## config.mk

```make
export PLATFORM = sky130hd
export DESIGN_NAME = pow2_prescaler
export DESIGN_NICKNAME = d
export VERILOG_FILES = /design/src/rtl/pow2_prescaler_pkg.sv /design/src/rtl/pow2_ctr.sv /design/src/rtl/pow2_expsel.sv /design/src/rtl/pow2_drive.sv /design/src/rtl/pow2_prescaler.sv
export SDC_FILE = /design/constraint.sdc
export NUM_CORES = 1
export LEC_CHECK = 0
export BUFFER_PORTS_ARGS = -buffer_cell sky130_fd_sc_hd__buf_2
export CAP_MARGIN = 20
export CORE_AREA = 2 2 39 41
export DETAILED_ROUTE_END_ITERATION = 16
export DIE_AREA = 0 0 41 43
export PLACE_DENSITY_LB_ADDON = 0.2
export SLEW_MARGIN = 20
export SYNTH_ARGS = -nofsm -noshare
export SYNTH_HDL_FRONTEND = slang
export SYNTH_SLANG_ARGS = --single-unit
export TNS_END_PERCENT = 1
```

## constraint.sdc

```tcl
create_clock -name clk_i -period 1.68 [get_ports clk_i]
set_input_delay 0.168 -clock clk_i [delete_from_list [all_inputs] [get_ports clk_i]]
set_output_delay 0.168 -clock clk_i [all_outputs]
set_load 0.01 [all_outputs]
```

## src/rtl/pow2_prescaler_pkg.sv

```systemverilog
package pow2_prescaler_pkg;
  localparam int unsigned DEF_EXP_W   = 4;
  localparam int unsigned DEF_EXP_MAX = 8;

  function automatic int unsigned sel_width(input int unsigned max_exp);
    return (max_exp < 2) ? 1 : $clog2(max_exp + 1);
  endfunction
endpackage

```

## src/rtl/pow2_ctr.sv

```systemverilog
module pow2_ctr #(
  parameter int unsigned CNT_W = 8
) (
  input  logic             clk_i,
  input  logic             rst_i,
  input  logic             run_i,
  output logic [CNT_W-1:0] cnt_o,
  output logic             wrap_o
);
  logic [CNT_W-1:0] cnt_q;

  always_ff @(posedge clk_i) begin
    if (rst_i || !run_i) cnt_q <= '0;
    else                 cnt_q <= cnt_q + 1'b1;
  end

  assign cnt_o  = cnt_q;
  assign wrap_o = &cnt_q;
endmodule

```

## src/rtl/pow2_expsel.sv

```systemverilog
module pow2_expsel #(
  parameter int unsigned EXP_W   = 4,
  parameter int unsigned EXP_MAX = 8,
  parameter int unsigned CNT_W   = 8,
  parameter int unsigned SEL_W   = 4
) (
  input  logic             clk_i,
  input  logic             rst_i,
  input  logic             run_i,
  input  logic             wrap_i,
  input  logic [EXP_W-1:0] exp_i,
  input  logic [CNT_W-1:0] cnt_i,
  output logic [SEL_W-1:0] exp_o,
  output logic             tap_o,
  output logic             zero_o
);
  logic [SEL_W-1:0] exp_clamp;
  logic [SEL_W-1:0] exp_q;
  logic [EXP_MAX:0] taps;

  always_comb begin
    if (int'(exp_i) > int'(EXP_MAX)) exp_clamp = SEL_W'(EXP_MAX);
    else                             exp_clamp = SEL_W'(exp_i);
  end

  always_ff @(posedge clk_i) begin
    if (rst_i || !run_i || wrap_i) exp_q <= exp_clamp;
  end

  assign taps[0] = 1'b0;
  for (genvar i = 1; i <= int'(EXP_MAX); i++) begin : g_tap
    assign taps[i] = cnt_i[i-1];
  end

  always_comb begin
    tap_o = 1'b0;
    for (int i = 0; i <= int'(EXP_MAX); i++) begin
      if (exp_q == SEL_W'(i)) tap_o = taps[i];
    end
  end

  assign exp_o  = exp_q;
  assign zero_o = (exp_q == '0);
endmodule

```

## src/rtl/pow2_drive.sv

```systemverilog
module pow2_drive (
  input  logic clk_i,
  input  logic rst_i,
  input  logic run_i,
  input  logic lowmode_i,
  input  logic tap_i,
  input  logic zero_i,
  output logic clk_o,
  output logic oe_o
);
  logic div_q;
  logic pass_q;
  logic oe_q;

  always_ff @(posedge clk_i) begin
    if (rst_i) begin
      div_q  <= 1'b0;
      pass_q <= 1'b0;
      oe_q   <= lowmode_i;
    end else begin
      div_q  <= run_i & tap_i;
      pass_q <= run_i & zero_i;
      oe_q   <= run_i | lowmode_i;
    end
  end

  assign clk_o = pass_q ? clk_i : div_q;
  assign oe_o  = oe_q;
endmodule

```

## src/rtl/pow2_prescaler.sv

```systemverilog
module pow2_prescaler
  import pow2_prescaler_pkg::*;
#(
  parameter int unsigned EXP_W   = DEF_EXP_W,
  parameter int unsigned EXP_MAX = DEF_EXP_MAX
) (
  input  logic             clk_i,
  input  logic             rst_i,
  input  logic [EXP_W-1:0] exp_i,
  input  logic             en_i,
  input  logic             pd_i,
  input  logic             lowmode_i,
  output logic             clk_o,
  output logic             oe_o
);
  localparam int unsigned CNT_W = EXP_MAX;
  localparam int unsigned SEL_W = sel_width(EXP_MAX);

  logic             run;
  logic [CNT_W-1:0] cnt;
  logic             wrap;
  logic [SEL_W-1:0] exp_sel;
  logic             tap;
  logic             zero;

  assign run = en_i & ~pd_i;

  pow2_ctr #(.CNT_W(CNT_W)) u_ctr (
    .clk_i (clk_i),
    .rst_i (rst_i),
    .run_i (run),
    .cnt_o (cnt),
    .wrap_o(wrap)
  );

  pow2_expsel #(
    .EXP_W  (EXP_W),
    .EXP_MAX(EXP_MAX),
    .CNT_W  (CNT_W),
    .SEL_W  (SEL_W)
  ) u_sel (
    .clk_i (clk_i),
    .rst_i (rst_i),
    .run_i (run),
    .wrap_i(wrap),
    .exp_i (exp_i),
    .cnt_i (cnt),
    .exp_o (exp_sel),
    .tap_o (tap),
    .zero_o(zero)
  );

  pow2_drive u_drv (
    .clk_i    (clk_i),
    .rst_i    (rst_i),
    .run_i    (run),
    .lowmode_i(lowmode_i),
    .tap_i    (tap),
    .zero_i   (zero),
    .clk_o    (clk_o),
    .oe_o     (oe_o)
  );
endmodule

```

==> impl_metrics.csv, run 1 <==
group,metric,value,unit
finish,layout-drive-gt1-share,0.288,
die,core-area,1380,um2
routing,drcViolationCount,0,
placement,gp_congestion,0.820,
clock_tree,tritoncts,"done",
placement,io_buffers,10,
finish,final_cell_area,786,um2
die,fp.dieArea,1760,um2
power_and_ir_drop,ir_drop,0.652,mV
synth,ys_warn_count,0,
power_and_ir_drop,p_total,0.000740,W
synth,ys_seq_area_frac,0.535,
routing,detail_route.iter0.violations,8,
power_and_ir_drop,p_leak,0.305,nW
synth,netlist_area,636,um2
synth,synth_nets,70,
setup_path,cpPeakStageDelay,250,ps
synth,synth.area.top_cells,"dfxtp_1 (35%), edfxtp_1 (19%), nor2b_1 (3.9%)",
routing,wl,1.13,mm
setup_path,critical_path_class,"clk -> out",
setup_path,crit_fanout,2,
sta,tns,0,ps
grt,grt_pass1_wl,1.95,mm
routing,ant_nets,0,
setup_path,cp_cell_sequence,"clkbuf_4 > clkbuf_4 > mux2_2 > buf_2",
finish,nNetsFinal,91,
finish,fill_cells,130,
grt,antenna_found_initial,0,
sta,finalSetupViolations,0,
synth,synth_top_cell_by_area,"dfxtp_1",
sta,slew_violations,0,
die,die_w,41,um
outcome,status,"complete, no violations",
setup_path,worst_ep_required_time,1510,ps
routing,routedWlPerCell,11.8,um
setup_path,cp.arrival,1450,ps
synth,ys_seq_elements,15,
clock_tree,post-cts-setup-buffers,0,
synth,synth_top_area_share,0.346,
synth,ys_async_sr_fraction,0,
synth,syn_inst,60,
die,start_util,0.459,
die,ios,11,
placement,place_area,717,um2
sta,hold_viol,0,
worst_hold_path,hold_path_class,"in -> reg",
synth,synthTopCellsByCount,"dfxtp_1 (11), nor2_1 (6), edfxtp_1 (4), nor2b_1 (4), o21ai_0 (4)",
grt,grt_pass1_vias,500,
setup_path,worst_path_most_repeated_cell,"clkbuf_4",
grt,grt.overflow.total,0,
clock_tree,clk_latency,390,ps
routing,firstDrtPassIters,3,
run,max-cap-violations,0,
clock_tree,clkTransAtPathRegs,90,ps
synth,synth_edf_count,4,
setup_path,cp_slowest_cell,"mux2_2",
routing,drt-vias-per-instance,5.25,
setup_path,reg2reg_slack,270,ps
sta,worst_pin_slew,300,ps
sta,finClkSkew,1.26,ps
synth,synth_cell_types,24,
setup_path,cp-end-kind,"output port",
die,rows,14,
sta,max_slew_margin,0.800,
finish,area_growth,23.6,%
synth,synthFlopType,"dfxtp_1",
sta,rsz0062_at_grt,"no",
power_and_ir_drop,pwr_density_cell,942,nW/um2
setup_path,critPathTopFamily,"buffers and inverters",
setup_path,start_kind,"clock port",
grt,track_usage,0.175,
die,fp.dieH,43,um
finish,n_antenna_cell,0,
synth,synth_area_per_cell,10.6,um2
synth,synth.most_common_cell,"dfxtp_1",
setup_path,worst-path-buf-inv,3,
grt,grt_max_degree,9,
routing,num_vias,504,
cells by family (layout without fill, tap and decap cells):
kind of cell,count (synthesis),in the layout,synth area share
adder cells (fa/ha/maj),1,1,0.0197
flip-flops,15,15,0.535
XOR/XNOR,3,3,0.0413
AND/OR/NAND/NOR,27,27,0.226
buffers and inverters,2,22,0.0118
AO/OA/AOI/OAI,9,9,0.0945
multiplexers,3,3,0.0709
timing repair:
action	4_1_cts	5_1_grt
gates resized for setup	0	0
hold buffers	2	0
endpoints found under the hold margin	2	0
routing by layer:
layer / GRT usage / part of all wire / wire (um) / vias to the layer above
met5: 0 / 0 / 0 / -
met4: 0.113 / 0.016 / 18 / 0
met3: 0.0995 / 0.062 / 70 / 2
met2: 0.225 / 0.45 / 510 / 15
met1: 0.214 / 0.47 / 528 / 226
li1: - / - / - / 261
per-stage QoR:
step / hold slack [ps] / utilization / setup slack (ps) / instances
2_1_floorplan: 275 / - / 249 / 60
3_3_place_gp: 358 / 0.518 / 304 / 87
3_5_place_dp: 358 / 0.518 / 268 / 87
4_1_cts: 58.3 / 0.568 / 56.1 / 96
5_1_grt: 93.0 / 0.568 / 28.2 / 96
6_report: 66.3 / 0.568 / 65.9 / 96
flip-flops by register name, indices dropped and copies added (netlist names):
name and flops:
u_drv.div_q 1, u_ctr.cnt_o 8, u_drv.oe_o 1, u_drv.pass_q 1
u_sel.exp_o 4
cells in the final DEF (no fill, tap or decap), types with 3 or more instances in the layout:
master / netlist / routed
nand3_1: 3 / 3
o21ai_0: 4 / 4
edfxtp_1: 4 / 4
a21oi_1: 3 / 3
buf_2: 0 / 10
or3_1: 3 / 3
nor2_1: 6 / 6
clkbuf_4: 0 / 6
nand4_1: 3 / 3
nor2b_1: 4 / 4
dfxtp_1: 11 / 11
nand2_1: 3 / 3
area by class of cell:
class	count	area [um2]	share of cell area
clock buffer	8	53.8	0.0685
tap	16	20.0	0.0255
inverter	1	3.75	0.00478
timing repair buffer	13	80.1	0.102
sequential	15	340	0.433
multi-input combinational	43	288	0.366
worst paths after layout:
path | from | to | cells after the start
setup reg to reg | u_ctr.cnt_o[0]$_SDFF_PP0_ | u_sel.exp_o[0]$_SDFFCE_PN0P_ | 4
hold reg to reg | u_ctr.cnt_o[0]$_SDFF_PP0_ | u_ctr.cnt_o[0]$_SDFF_PP0_ | 1
setup / recovery | clk_i | clk_o | 4
hold / removal | exp_i[2] | u_sel.exp_o[2]$_SDFFCE_PN0P_ | 2
power breakdown:
part	switching (W)	internal [W]	leakage, nW
sequential	0.00000965	0.000382	0.133
clock	0.000136	0.000172	0.0396
combinational	0.0000163	0.0000235	0.132
Note: power is estimated with default switching activity, not from simulation.
==> inputs of run 2 (changes only) <==
CTS_BUF_LIST = sky130_fd_sc_hd__clkbuf_8 sky130_fd_sc_hd__clkbuf_16   (was unset)
SETUP_SLACK_MARGIN = 0.1   (was unset)
==> impl_metrics.csv, run 2 (synthesis results as in run 1) <==
group,metric,value,unit
sta,worst_pin_slew,300,ps
setup_path,cp-end-kind,"output port",
setup_path,cp_cell_sequence,"clkbuf_8 > mux2_4 > buf_6",
grt,grt_max_degree,9,
sta,hold_viol,0,
sta,max_slew_margin,0.800,
placement,io_buffers,10,
finish,largest_register_ffs,8,
finish,layout-drive-gt1-share,0.282,
clock_tree,clkTransAtPathRegs,60,ps
clock_tree,clk_latency,350,ps
setup_path,reg2reg_slack,280,ps
die,start_util,0.459,
placement,post-place-ws,268,ps
die,fp.dieArea,1760,um2
power_and_ir_drop,clkPwrFrac,0.485,
power_and_ir_drop,p_leak,0.315,nW
grt,grt.overflow.total,0,
outcome,status,"complete, no violations",
die,core-area,1380,um2
routing,num_vias,484,
sta,rsz0062_at_grt,"no",
setup_path,critPathTopFamily,"multiplexers",
finish,nNetsFinal,89,
die,fp.dieH,43,um
routing,drcViolationCount,0,
power_and_ir_drop,switching_share,0.198,
power_and_ir_drop,ir_drop,0.966,mV
sta,setup_ws,195,ps
setup_path,worst_ep_required_time,1510,ps
grt,grt_pass1_vias,467,
finish,area_growth,27.4,%
finish,final_cell_area,810,um2
power_and_ir_drop,combPwrFrac,0.045,
setup_path,cp.arrival,1320,ps
routing,drt-vias-per-instance,5.15,
setup_path,cp_slowest_cell,"mux2_4",
grt,track_usage,0.165,
setup_path,start_kind,"clock port",
power_and_ir_drop,net-switching-power,0.000165,W
setup_path,crit_fanout,2,
routing,ant_nets,0,
finish,final_cell_mix,"dfxtp_1 (11), buf_2 (9), nor2_1 (6), clkbuf_8 (5)",
sta,tns,0,ps
die,die_w,41,um
power_and_ir_drop,pwr-share-seq,0.469,
setup_path,cpPeakStageDelay,250,ps
power_and_ir_drop,p_int,0.000671,W
die,ios,11,
clock_tree,tritoncts,"done",
die,rows,14,
finish,n_antenna_cell,0,
sta,finalSetupViolations,0,
grt,antenna_found_initial,0,
setup_path,worst-path-buf-inv,2,
finish,utilization,0.585,
setup_path,critical_path_class,"clk -> out",
power_and_ir_drop,pwr_density_cell,1030,nW/um2
run,max-cap-violations,0,
sta,finClkSkew,5.13,ps
sta,slew_violations,0,
worst_hold_path,hold_path_class,"in -> reg",
clock_tree,post-cts-setup-buffers,0,
routing,detail_route.iter0.violations,11,
placement,place_area,717,um2
routing,firstDrtPassIters,4,
grt,grt_pass1_wl,1.88,mm
routing,wl,1.11,mm
placement,gp_congestion,0.820,
finish,layout.cells.most_common,"dfxtp_1",
routing,routedWlPerCell,11.8,um
## run 2: cell types whose count changed in the layout (fill, tap and decap cells not counted), sizes merged
cell         delta
clkbuf          -2
dlygate4sd3     -1
inv             +1
## run 2: area by class of cell
type / count / area [um2]
inverters: 1 / 3.75
flip-flops and latches: 15 / 340
repair buffers: 12 / 70.1
fillers: 124 / 574
multi-input cells: 43 / 292
clock buffers: 6 / 80.1
well taps: 16 / 20.0
clock inverters: 1 / 3.75
## run 2: timing repair
item | in CTS | in global routing
gates resized for setup | 2 | 0
endpoints found under the hold margin | 0 | 1
hold buffers | 0 | 1
endpoints found under the setup margin | 1 | 0
## run 2: path summary, 6_finish.rpt
check,startpoint,to,depth (start not counted)
max,clk_i,clk_o,3
min reg2reg,u_ctr.cnt_o[0]$_SDFF_PP0_,u_ctr.cnt_o[0]$_SDFF_PP0_,1
max reg2reg,u_ctr.cnt_o[0]$_SDFF_PP0_,u_sel.exp_o[1]$_SDFFCE_PN0P_,4
min,exp_i[3],u_sel.exp_o[3]$_SDFFCE_PN1P_,1
## run 2: routing by layer
metal,up-vias,track usage,share of wire
li1,254,-,-
met1,219,0.214,0.49
met2,11,0.219,0.45
met3,0,0.115,0.056
met4,0,0.0467,0
met5,-,0,0
## run 2: through the flow
| step | power [W] | hold WS (ps) | std cells |
|---|---|---|---|
| after floorplan | 0.000420 | 275 | 60 |
| after global placement | 0.000439 | 358 | 87 |
| after detailed placement | 0.000439 | 358 | 87 |
| after CTS | 0.000838 | 6.68 | 93 |
| after global routing | 0.000875 | 39.4 | 94 |
| final | 0.000836 | 42.9 | 94 |
## run 2: power groups by stage
stage	clock network (W)	registers, W	logic [W]
floorplan	0.00000222	0.000398	0.0000191
global placement	0.00000307	0.000399	0.0000360
detailed placement	0.00000307	0.000400	0.0000365
CTS	0.000410	0.000392	0.0000366
global route	0.000439	0.000393	0.0000429
finish	0.000406	0.000393	0.0000380
==> inputs of run 3 (changes only) <==
ABC_AREA = 1   (was unset)
CORE_AREA = unset   (was 2 2 39 41)
CORE_MARGIN = 2   (was unset)
CORE_UTILIZATION = 50   (was unset)
DIE_AREA = unset   (was 0 0 41 43)
==> impl_metrics.csv, run 3 <==
group,metric,value,unit
die,ios,11,
die,fp.dieH,41.5,um
synth,synth_edf_count,4,
finish,largest_register_ffs,8,
finish,nNetsFinal,118,
routing,drcViolationCount,0,
finish,final_cell_mix,"inv_1 (18), nor2_1 (18), nand2_1 (15), buf_2 (9), dfxtp_1 (9)",
routing,num_vias,608,
worst_hold_path,worstHoldEndpoint,"u_sel.exp_o[3]$_SDFFCE_PN1P_",
routing,detail_route.iter0.violations,34,
synth,ys_seq_elements,15,
sta,max_slew_margin,0.817,
die,start_util,0.541,
placement,io_buffers,10,
grt,antenna_found_initial,0,
grt,grt_pass1_vias,556,
placement,dpl.hpwl,918,um
sta,rsz0062_at_grt,"no",
synth,ys_seq_area_frac,0.483,
finish,layout-drive-gt1-share,0.234,
finish,instances_no_fill,122,
synth,synthFlopType,"dfxtp_1",
sta,worst_pin_slew,272,ps
grt,grt.overflow.total,0,
die,die_w,41.5,um
setup_path,cp-end-kind,"output port",
finish,fill_cells,115,
synth,ys_async_sr_fraction,0,
worst_hold_path,min_from,"exp_i[3]",
grt,grt_pass1_wl,2.21,mm
routing,wl,1.34,mm
finish,multi_input_area,303,um2
synth,synth_top_cell_by_area,"dfxtp_1",
power_and_ir_drop,pwr_density_cell,975,nW/um2
finish,n_antenna_cell,0,
sta,tns,0,ps
routing,firstDrtPassIters,4,
placement,gp_congestion,0.817,
setup_path,reg2reg_slack,220,ps
sta,finalSetupViolations,0,
power_and_ir_drop,ir_drop,0.496,mV
clock_tree,clk_latency,350,ps
power_and_ir_drop,p_leak,0.391,nW
die,core-area,1300,um2
sta,finClkSkew,2.33,ps
synth,synth_top_area_share,0.313,
routing,routedWlPerCell,11.0,um
synth,synth_nets,100,
sta,setup_ws,195,ps
grt,grt_max_degree,9,
placement,post-place-ws,123,ps
setup_path,start_kind,"clock port",
grt,track_usage,0.179,
finish,ff_latch_area,345,um2
synth,synth_cell_types,20,
routing,drt-vias-per-instance,4.98,
setup_path,cp.arrival,1320,ps
die,rows,13,
sta,slew_violations,0,
run,max-cap-violations,0,
setup_path,critical_path_class,"clk -> out",
setup_path,rr_startpoint,"u_ctr.cnt_o[0]$_SDFF_PP0_",
synth,ys_warn_count,0,
placement,placed_cells,115,
outcome,status,"complete, no violations",
worst_hold_path,whs_path_depth,1,
die,fp.dieArea,1730,um2
setup_path,crit_fanout,2,
worst_hold_path,hold_path_class,"in -> reg",
synth,synthTopCellsByCount,"nor2_1 (18), inv_1 (17), nand2_1 (15)",
synth,synth.area.top_cells,"dfxtp_1 (31%), edfxtp_1 (17%), nor2_1 (9.6%)",
clock_tree,clkTransAtPathRegs,60,ps
synth,syn_inst,90,
finish,area_growth,24.5,%
clock_tree,post-cts-setup-buffers,0,
sta,hold_viol,0,
setup_path,worst_ep_required_time,1510,ps
routing,ant_nets,0,
synth,synth_area_per_cell,7.83,um2
setup_path,reg2reg_depth,6,
setup_path,reg2reg_to,"u_sel.exp_o[3]$_SDFFCE_PN1P_",
finish,utilization,0.674,
clock_tree,tritoncts,"done",
synth,synth.most_common_cell,"nor2_1",
synth,netlist_area,704,um2
[run 3: area by class of cell]
type | instances | area share
repair buffers | 11 | 0.0713
clock buffers | 6 | 0.0913
inverters | 17 | 0.0728
well taps | 15 | 0.0214
flip-flops and latches | 15 | 0.394
clock inverters | 1 | 0.00428
multi-input cells | 57 | 0.345
[run 3: report_power, final]
part	internal [W]	switching [W]
clock	0.000267	0.000136
combinational	0.0000254	0.0000323
sequential	0.000383	0.0000112
[run 3: how the worst max path moves through the flow]
stage	startpoint	depth (start not counted)	slack, ps	endpoint
2_1_floorplan	u_ctr.cnt_o[0]$_SDFF_PP0_	5	110	u_sel.exp_o[0]$_SDFFCE_PN0P_
3_3_place_gp	u_ctr.cnt_o[0]$_SDFF_PP0_	6	180	u_sel.exp_o[0]$_SDFFCE_PN0P_
3_5_place_dp	u_ctr.cnt_o[0]$_SDFF_PP0_	6	120	u_sel.exp_o[3]$_SDFFCE_PN1P_
4_1_cts	u_ctr.cnt_o[0]$_SDFF_PP0_	6	120	u_sel.exp_o[3]$_SDFFCE_PN1P_
5_1_grt	u_ctr.cnt_o[1]$_SDFF_PP0_	6	130	u_sel.exp_o[2]$_SDFFCE_PN0P_
6_report	clk_i	3	200	clk_o
[run 3: worst max-delay path: stages]
cell	delay (ps)
clkbuf_8	100
mux2_4	250
buf_6	120
[run 3: logic make-up after synthesis]
kind of cell | after synthesis | synth area share
and+or+nand+nor | 47 | 0.321
adders and majority gates | 1 | 0.0178
muxes | 1 | 0.0160
AOI/OAI and AO/OA | 7 | 0.0533
xor gates and xnor gates | 1 | 0.0124
buffers and inverters | 18 | 0.0959
DFF | 15 | 0.483
[run 3: what timing repair did]
item / 4_1_cts / 5_1_grt
pin swaps: 0 / 2
endpoints found under the setup margin: 1 / 4
endpoints found under the hold margin: 1 / 0
gates resized for setup: 2 / 5
hold buffers: 1 / 0
[run 3: metrics by stage]
step           hold slack [ps]  area [um2]  power (W)
2_1_floorplan              275         704   0.000436
3_3_place_gp               353         777   0.000456
3_5_place_dp               356         777   0.000458
4_1_cts                   25.6         870   0.000862
5_1_grt                   18.9         877   0.000897
6_report                  30.4         877   0.000855
[run 3: routing by layer]
metal  routed length, um  GRT usage  vias up
met4                   5      0.123        0
li1                    -          -      313
met5                   0          0        -
met2                 711      0.284       25
met3                  83     0.0957        2
met1                 536      0.178      268
